==> src/rtl/hcr_pkg.sv <==
package hcr_pkg;
    localparam int DW       = 8;
    localparam int SEL_W    = 5;
    localparam int ADDR_W   = 9;
    localparam int TMR_BASE = 12;

    localparam logic [SEL_W-1:0] SEL_RELOC_E = 5'h00;
    localparam logic [SEL_W-1:0] SEL_RELOC_O = 5'h01;
    localparam logic [SEL_W-1:0] SEL_HEVN    = 5'h08;
    localparam logic [SEL_W-1:0] SEL_HODD    = 5'h09;
    localparam logic [SEL_W-1:0] SEL_DOOR    = 5'h0B;
    localparam logic [SEL_W-1:0] SEL_PAGE    = 5'h18;

    localparam logic [DW-1:0] HEVN_STS  = 8'h1C;
    localparam logic [DW-1:0] HEVN_EVT  = 8'h18;
    localparam logic [DW-1:0] HEVN_KEEP = 8'h5C;
    localparam logic [DW-1:0] ACC_BIT   = 8'h04;
    localparam logic [DW-1:0] HODD_KEEP = 8'h7C;
    localparam logic [DW-1:0] DOOR_KEEP = 8'h3F;
    localparam logic [DW-1:0] RELOC_KEEP = 8'hFE;
    localparam int EN_POS = 6;

    typedef enum logic [1:0] {
        OP_STORE = 2'b00,
        OP_AND   = 2'b01,
        OP_OR    = 2'b10,
        OP_READ  = 2'b11
    } op_e;

    typedef enum logic [1:0] {
        AR_CTL  = 2'b00,
        AR_RSVD = 2'b01,
        AR_IDA  = 2'b10,
        AR_IDB  = 2'b11
    } area_e;

    typedef struct packed {
        logic reloc_e;
        logic reloc_o;
        logic hevn;
        logic hodd;
        logic door;
        logic tmr;
        logic page;
    } hit_t;
endpackage

==> src/rtl/hcr_decode.sv <==
module hcr_decode
    import hcr_pkg::*;
#(
    parameter int TMR_REGS = 4,
    localparam int TIDX_W = (TMR_REGS > 1) ? $clog2(TMR_REGS) : 1
) (
    input  logic [ADDR_W-1:0] addr,
    output area_e             area,
    output op_e               op,
    output logic [SEL_W-1:0]  sel,
    output hit_t              hit,
    output logic              legal,
    output logic [TIDX_W-1:0] tmr_idx
);
    logic [SEL_W-1:0] tmr_off;

    always_comb begin
        area    = area_e'(addr[8:7]);
        op      = op_e'(addr[6:5]);
        sel     = addr[4:0];
        tmr_off = sel - SEL_W'(TMR_BASE);
        tmr_idx = tmr_off[TIDX_W-1:0];
        hit.reloc_e = (sel == SEL_RELOC_E);
        hit.reloc_o = (sel == SEL_RELOC_O);
        hit.hevn    = (sel == SEL_HEVN);
        hit.hodd    = (sel == SEL_HODD);
        hit.door    = (sel == SEL_DOOR);
        hit.page    = (sel == SEL_PAGE);
        hit.tmr     = (int'(sel) >= TMR_BASE) && (int'(sel) < TMR_BASE + TMR_REGS);
        legal       = |hit;
    end
endmodule

==> src/rtl/hcr_rmw.sv <==
module hcr_rmw
    import hcr_pkg::*;
#(
    parameter int W = 8
) (
    input  op_e          op,
    input  logic         apply,
    input  logic [W-1:0] old_v,
    input  logic [W-1:0] wdata,
    input  logic [W-1:0] keep,
    input  logic [W-1:0] set_v,
    input  logic [W-1:0] clr_v,
    output logic [W-1:0] nxt
);
    logic [W-1:0] base_v;
    logic [W-1:0] res_v;

    always_comb begin
        base_v = old_v & ~clr_v;
        res_v  = base_v;
        if (apply) begin
            unique case (op)
                OP_STORE: res_v = wdata;
                OP_AND:   res_v = base_v & wdata;
                OP_OR:    res_v = base_v | wdata;
                default:  res_v = base_v;
            endcase
        end
        nxt = (res_v | set_v) & keep;
    end
endmodule

==> src/rtl/hcr_irq.sv <==
module hcr_irq #(
    parameter int SW = 8
) (
    input  logic          clk,
    input  logic          rst,
    input  logic          en,
    input  logic [SW-1:0] sts,
    output logic          irq
);
    logic irq_d, irq_q;

    always_comb begin
        irq_d = en && (|sts);
    end

    always_ff @(posedge clk) begin
        if (rst) irq_q <= 1'b0;
        else     irq_q <= irq_d;
    end

    assign irq = irq_q;

    AST_IRQ_MASKED: assert property (@(posedge clk) disable iff (rst)
        !en |=> !irq) else $error("irq while disabled");
    AST_IRQ_RAISE: assert property (@(posedge clk) disable iff (rst)
        (en && |sts) |=> irq) else $error("irq not raised");
endmodule

==> src/rtl/host_ctl_regs.sv <==
module host_ctl_regs
    import hcr_pkg::*;
#(
    parameter int          TMR_REGS = 4,
    parameter logic [7:0]  ID_BASE  = 8'hA0
) (
    input  logic       clk,
    input  logic       rst,
    input  logic       bus_valid,
    input  logic [8:0] bus_addr,
    input  logic [7:0] bus_wdata,
    output logic [7:0] bus_rdata,
    input  logic [7:0] evt_even_i,
    input  logic [7:0] evt_odd_i,
    input  logic [5:0] door_ack_i,
    input  logic       alt_sel_i,
    input  logic [1:0] ram_size_i,
    output logic [5:0] door_o,
    output logic [6:0] ram_base_o,
    output logic       page_en_o,
    output logic       host_irq_o
);
    localparam int TIDX_W = (TMR_REGS > 1) ? $clog2(TMR_REGS) : 1;
    localparam int STS_W  = 8;

    typedef struct packed {
        logic [DW-1:0]               reloc;
        logic [DW-1:0]               hevn;
        logic [DW-1:0]               hodd;
        logic [DW-1:0]               door;
        logic [DW-1:0]               page;
        logic [TMR_REGS-1:0][DW-1:0] tmr;
    } regs_t;

    regs_t regs_d, regs_q;

    area_e             area;
    op_e               op;
    logic [SEL_W-1:0]  sel;
    hit_t              hit;
    logic              legal;
    logic [TIDX_W-1:0] tmr_idx;

    hcr_decode #(.TMR_REGS(TMR_REGS)) u_dec (
        .addr(bus_addr), .area(area), .op(op), .sel(sel),
        .hit(hit), .legal(legal), .tmr_idx(tmr_idx)
    );

    logic wr_act, ctl_wr, bad_wr, rd_act;
    always_comb begin
        wr_act = bus_valid && (op != OP_READ);
        rd_act = bus_valid && (op == OP_READ);
        ctl_wr = wr_act && (area == AR_CTL);
        bad_wr = (ctl_wr && !legal) ||
                 (wr_act && ((area == AR_IDA) || (area == AR_IDB)));
    end

    logic [DW-1:0] nx_reloc, nx_hevn, nx_hodd, nx_door, nx_page;
    logic [DW-1:0] hevn_set, door_clr;
    logic [TMR_REGS-1:0][DW-1:0] nx_tmr;

    always_comb begin
        hevn_set = (evt_even_i & HEVN_EVT) | (bad_wr ? ACC_BIT : 8'h00);
        door_clr = {2'b00, door_ack_i};
    end

    hcr_rmw #(.W(DW)) u_reloc (
        .op(op), .apply(ctl_wr && hit.reloc_e), .old_v(regs_q.reloc),
        .wdata(bus_wdata), .keep(RELOC_KEEP), .set_v('0), .clr_v('0), .nxt(nx_reloc)
    );
    hcr_rmw #(.W(DW)) u_hevn (
        .op(op), .apply(ctl_wr && hit.hevn), .old_v(regs_q.hevn),
        .wdata(bus_wdata), .keep(HEVN_KEEP), .set_v(hevn_set), .clr_v('0), .nxt(nx_hevn)
    );
    hcr_rmw #(.W(DW)) u_hodd (
        .op(op), .apply(ctl_wr && hit.hodd), .old_v(regs_q.hodd),
        .wdata(bus_wdata), .keep(HODD_KEEP), .set_v(evt_odd_i & HODD_KEEP),
        .clr_v('0), .nxt(nx_hodd)
    );
    hcr_rmw #(.W(DW)) u_door (
        .op(op), .apply(ctl_wr && hit.door), .old_v(regs_q.door),
        .wdata(bus_wdata), .keep(DOOR_KEEP), .set_v('0), .clr_v(door_clr), .nxt(nx_door)
    );
    hcr_rmw #(.W(DW)) u_page (
        .op(op), .apply(ctl_wr && hit.page), .old_v(regs_q.page),
        .wdata(bus_wdata), .keep(8'hFF), .set_v('0), .clr_v('0), .nxt(nx_page)
    );

    for (genvar g = 0; g < TMR_REGS; g++) begin : g_tmr
        hcr_rmw #(.W(DW)) u_tmr (
            .op(op), .apply(ctl_wr && hit.tmr && (tmr_idx == TIDX_W'(g))),
            .old_v(regs_q.tmr[g]), .wdata(bus_wdata), .keep(8'hFF),
            .set_v('0), .clr_v('0), .nxt(nx_tmr[g])
        );
    end

    always_comb begin
        regs_d       = regs_q;
        regs_d.reloc = nx_reloc;
        regs_d.hevn  = nx_hevn;
        regs_d.hodd  = nx_hodd;
        regs_d.door  = nx_door;
        regs_d.page  = nx_page;
        regs_d.tmr   = nx_tmr;
    end

    always_ff @(posedge clk) begin
        if (rst) regs_q <= '0;
        else     regs_q <= regs_d;
    end

    logic [DW-1:0] ctl_rd;
    always_comb begin
        ctl_rd = 8'h00;
        if (hit.reloc_e)      ctl_rd = regs_q.reloc;
        else if (hit.reloc_o) ctl_rd = {4'b0000, ram_size_i, 2'b00};
        else if (hit.hevn)    ctl_rd = regs_q.hevn | {7'b0, alt_sel_i};
        else if (hit.hodd)    ctl_rd = regs_q.hodd;
        else if (hit.door)    ctl_rd = regs_q.door;
        else if (hit.page)    ctl_rd = regs_q.page;
        else if (hit.tmr)     ctl_rd = regs_q.tmr[tmr_idx];
    end

    always_comb begin
        bus_rdata = 8'h00;
        if (rd_act) begin
            unique case (area)
                AR_CTL:  bus_rdata = ctl_rd;
                AR_IDA:  bus_rdata = ID_BASE + {3'b000, sel};
                AR_IDB:  bus_rdata = sel[0] ? 8'hAA : 8'h55;
                default: bus_rdata = 8'h00;
            endcase
        end
    end

    logic [STS_W-1:0] sts_vec;
    always_comb begin
        sts_vec = {regs_q.hodd[6:2], regs_q.hevn[4:2]};
    end

    hcr_irq #(.SW(STS_W)) u_irq (
        .clk(clk), .rst(rst), .en(regs_q.hevn[EN_POS]), .sts(sts_vec), .irq(host_irq_o)
    );

    assign door_o     = regs_q.door[5:0];
    assign ram_base_o = regs_q.reloc[7:1];
    assign page_en_o  = &regs_q.page[7:6];

    AST_BAD_WR_FLAG: assert property (@(posedge clk) disable iff (rst)
        bad_wr |=> regs_q.hevn[2]) else $error("flag missed");
    AST_RSVD_QUIET: assert property (@(posedge clk) disable iff (rst)
        (bus_valid && area == AR_RSVD) |=>
        $stable({regs_q.reloc, regs_q.page, regs_q.tmr, regs_q.door[5:0] | 6'h0,
                 regs_q.hevn[EN_POS], regs_q.hevn[2]}) || (|$past(door_ack_i)))
        else $error("reserved write changed state");
    AST_EVT_WINS: assert property (@(posedge clk) disable iff (rst)
        evt_even_i[3] |=> regs_q.hevn[3]) else $error("event lost");
    AST_EVT_ODD: assert property (@(posedge clk) disable iff (rst)
        (|(evt_odd_i & HODD_KEEP)) |=>
        ((regs_q.hodd & $past(evt_odd_i & HODD_KEEP)) == $past(evt_odd_i & HODD_KEEP)))
        else $error("odd event lost");
    AST_ACK_CLR: assert property (@(posedge clk) disable iff (rst)
        ((|door_ack_i) && !(ctl_wr && hit.door)) |=>
        ((regs_q.door[5:0] & $past(door_ack_i)) == 6'b0))
        else $error("ack did not clear");
endmodule

==> config.mk <==
export PLATFORM = sky130hd
export DESIGN_NAME = host_ctl_regs
export DESIGN_NICKNAME = d
export VERILOG_FILES = /design/src/rtl/hcr_pkg.sv /design/src/rtl/hcr_decode.sv /design/src/rtl/hcr_rmw.sv /design/src/rtl/hcr_irq.sv /design/src/rtl/host_ctl_regs.sv
export SDC_FILE = /design/constraint.sdc
export NUM_CORES = 1
export LEC_CHECK = 0
export BUFFER_PORTS_ARGS = -buffer_cell sky130_fd_sc_hd__buf_4
export CORE_UTILIZATION = 40
export DETAILED_ROUTE_END_ITERATION = 10
export PLACE_DENSITY = 0.66
export SYNTH_ARGS = -nofsm -noshare
export SYNTH_HDL_FRONTEND = slang
export SYNTH_SLANG_ARGS = --single-unit
==> constraint.sdc <==
create_clock -name clk -period 3.5 [get_ports clk]
set_input_delay 0.35 -clock clk [delete_from_list [all_inputs] [get_ports clk]]
set_output_delay 0.35 -clock clk [all_outputs]
set_load 0.02 [all_outputs]
==> metrics.txt <==
routed wire length=12700 µm; Final ANT Viol Nets=0; Slew @ Worst Pin=713.5 ps; post-synthesis cell count=489; Iter 0 DRT Violations=421; vias in the first global route=3660; fin nets=567; slowest stage delay, CP=560 ps; TritonCTS Buffers=9; # rows=35; grt ovf=0; post-synthesis sequential area ratio=0.3259; Synth Area in XOR/XNOR=0.002263; top-area cell type share of the netlist area=0.3259; Core Box Area=9328 µm²; Area contributors post-synth=dfxtp_1 (33%), a22oi_1 (6.0%), a21oi_1 (5.9%), nand2_1 (5.7%), nor2_1 (4.6%); critical path's slowest cell=or3b_2; outcome=finished clean; adder-cell share of the synthesized area=0.01293; Hold Vio Cnt, Final=0; DRC=0; fillers=920; Initial Util=0.4149; root buffer cell=clkbuf_8; post-synthesis mux area share=0.05108; cell taking the most area after synthesis=dfxtp_1; mapped cell area=3870 µm²; worst-path maximum fanout=37; io pins=68; ant diodes=0; period utilisation layout=0.7691; vias=4004; Final Util=0.4829; first-pass iteration count of the detailed router=5; Synth cell types=59; Async SR Flop Fraction=0; Synth Area in Compound Gates=0.2877; Buffers & Inverters on Critical Path=2; share of post-route cells with drive strength above 1=0.1836; fin crit period=2692 ps; IR Drop Worst-Case VDD=0.2501 mV; max_slew headroom=0.5228; Hold Crit Class=input port to flip-flop; worst clock skew=9.259 ps; port buffer count=58; first-pass GRT wire length=19790 µm; largest net degree at the start of global routing=64; Critical Path End Type=primary output; Die Ht=100.4 µm; FMAX=0.3715 GHz; main combinational cell family by area after synthesis=compound AO/OA/AOI/OAI gates; crit path kind=input port to primary output; crit start category=input port; CTS tree=built; clock sink count=63; Total GRT Usage=0.2580; clk buf depth=2; number of gates resized after CTS=0; FF+latch count, synth=63; H-tree depth=3; Worst EP required=3150 ps; CP top delay family=simple AND/OR/NAND/NOR gates; routability congestion estimate=0.9655; count of pins over their slew limit=0; worst reg2reg setup slack=2510 ps; Ys Warns=0; clk_lat worst skew=360 ps; Simple-Gate Fraction of Synth Area=0.2425; final setup fails=0; Wirelength per Cell=19.47 µm; Max Cap Viol=0; PD cells=399.4 nW/µm²; worst-path cell chain=buf_4 > or3b_2 > nor2_1 > a21oi_1 > a21oi_1 > o2111a_1 > buf_4; DIE WIDTH=100.4 µm; hold buffers post-CTS=0; Mapped Nets=538; top_reg_cell synth=dfxtp_1; number of flops mapped to enable cells by yosys=0; vias per cell=6.141; RSZ-0062 raised after global routing=no; clk slew on worst S/H paths=80 ps; Worst EP arrival=2340 ps; Fin Setup TNS=0 ps; initial antenna violation count=0; # Post-CTS Setup Buffers=0; Die ar.=10070 µm²; Leakage=1.685 nW; syn_area_per_cell=7.914 µm²; hpwl dp=8870 µm; area added between synthesis and finish=16.39%
flip-flops by register name (all words and copies together) (netlist names):
signal,flops
regs_q,49
ram_base_o,7
door_o,6
u_irq.irq,1
synth_stat cells, types with 11 or more instances:
| cell | n |
|---|---|
| nor2_1 | 47 |
| and2_1 | 14 |
| o21ai_0 | 26 |
| a21oi_1 | 46 |
| a311oi_1 | 11 |
| nand2b_1 | 14 |
| buf_4 | 16 |
| inv_1 | 14 |
| mux2i_1 | 13 |
| a22oi_1 | 31 |
| dfxtp_1 | 63 |
| clkbuf_1 | 19 |
| nand2_1 | 59 |
power breakdown:
part	internal (mW)	switching, mW	total (mW)
Combinational	0.0816	0.159	0.241
Clock	0.512	0.315	0.827
Sequential	0.724	0.00673	0.730
worst min-delay path: cells and delay by family:
family                 cells  cell delay [ps]
AOI/OAI and AO/OA          2              130
buffers and inverters      1               70
final cells by class:
cell class              instances  area, µm²  share of cell area
multi-input cells             368       2308              0.5125
flip-flops and latches         63       1261              0.2800
repair buffers                 62      465.4              0.1033
well taps                     129      161.4             0.03583
clock buffers                  11      151.4             0.03361
clock inverters                 5      103.9             0.02306
inverters                      14      52.55             0.01167
worst paths after layout:
check,from,end,cells past startpoint
setup / recovery,bus_addr[0],bus_rdata[4],7
hold / removal,evt_odd_i[3],regs_q[51]$_SDFF_PP0_,3
setup reg to reg,regs_q[54]$_SDFF_PP0_,u_irq.irq$_SDFF_PP0_,2
hold reg to reg,regs_q[62]$_SDFFE_PP0P_,u_irq.irq$_SDFF_PP0_,2
routing by layer:
layer / wire, µm / global-route usage / share of wire
met5: 0 / 0 / 0
met3: 1117 / 0.04318 / 0.088
met4: 306 / 0.1003 / 0.024
met2: 5685 / 0.3930 / 0.45
met1: 5585 / 0.3629 / 0.44
stage by stage:
| stage | instance area [µm²] | power (mW) | setup WS (ps) | hold WS (ps) | std cells |
|---|---|---|---|---|---|
| floorplan | 3870 | 0.8928 | 1176 | 433.2 | 489 |
| global placement | 4249 | 0.9795 | 880.9 | 465.8 | 636 |
| detailed placement | 4249 | 0.9808 | 836.3 | 455.7 | 636 |
| CTS | 4504 | 1.800 | 888.9 | 225.9 | 652 |
| global route | 4504 | 1.847 | 735.2 | 253.3 | 652 |
| finish | 4504 | 1.799 | 808.0 | 232.6 | 652 |
cells by family (layout without fill, tap and decap cells):
logic type | after synthesis | after routing
AOI/OAI and AO/OA | 167 | 167
xor gates and xnor gates | 1 | 1
adders and majority gates | 4 | 4
buffers and inverters | 58 | 92
DFF | 63 | 63
muxes | 17 | 17
and+or+nand+nor | 179 | 179
placed cells by master (no fill, tap or decap), types with 2 or more instances in the layout:
cell type / count
o21ai_0: 26
dfxtp_1: 63
a21oi_1: 46
a32oi_1: 5
mux2_2: 2
clkbuf_8: 11
a22oi_1: 31
a221o_1: 2
o21a_1: 4
nor2b_1: 4
bufinv_16: 3
a211oi_1: 5
nand2_1: 59
nor2_1: 47
or3_1: 5
a31oi_1: 8
nor3_1: 9
buf_4: 62
nor3_4: 3
ha_1: 4
nand2b_1: 14
a311oi_1: 11
a21o_1: 9
nor4_1: 2
and2_1: 14
or2_2: 3
o22ai_1: 2
nand3_1: 5
inv_1: 14
nor4_4: 3
o21bai_1: 2
nand4_1: 3
mux4_2: 2
a22oi_2: 2
mux2i_1: 13
o221ai_1: 2
(Power assumes the default switching activity.)
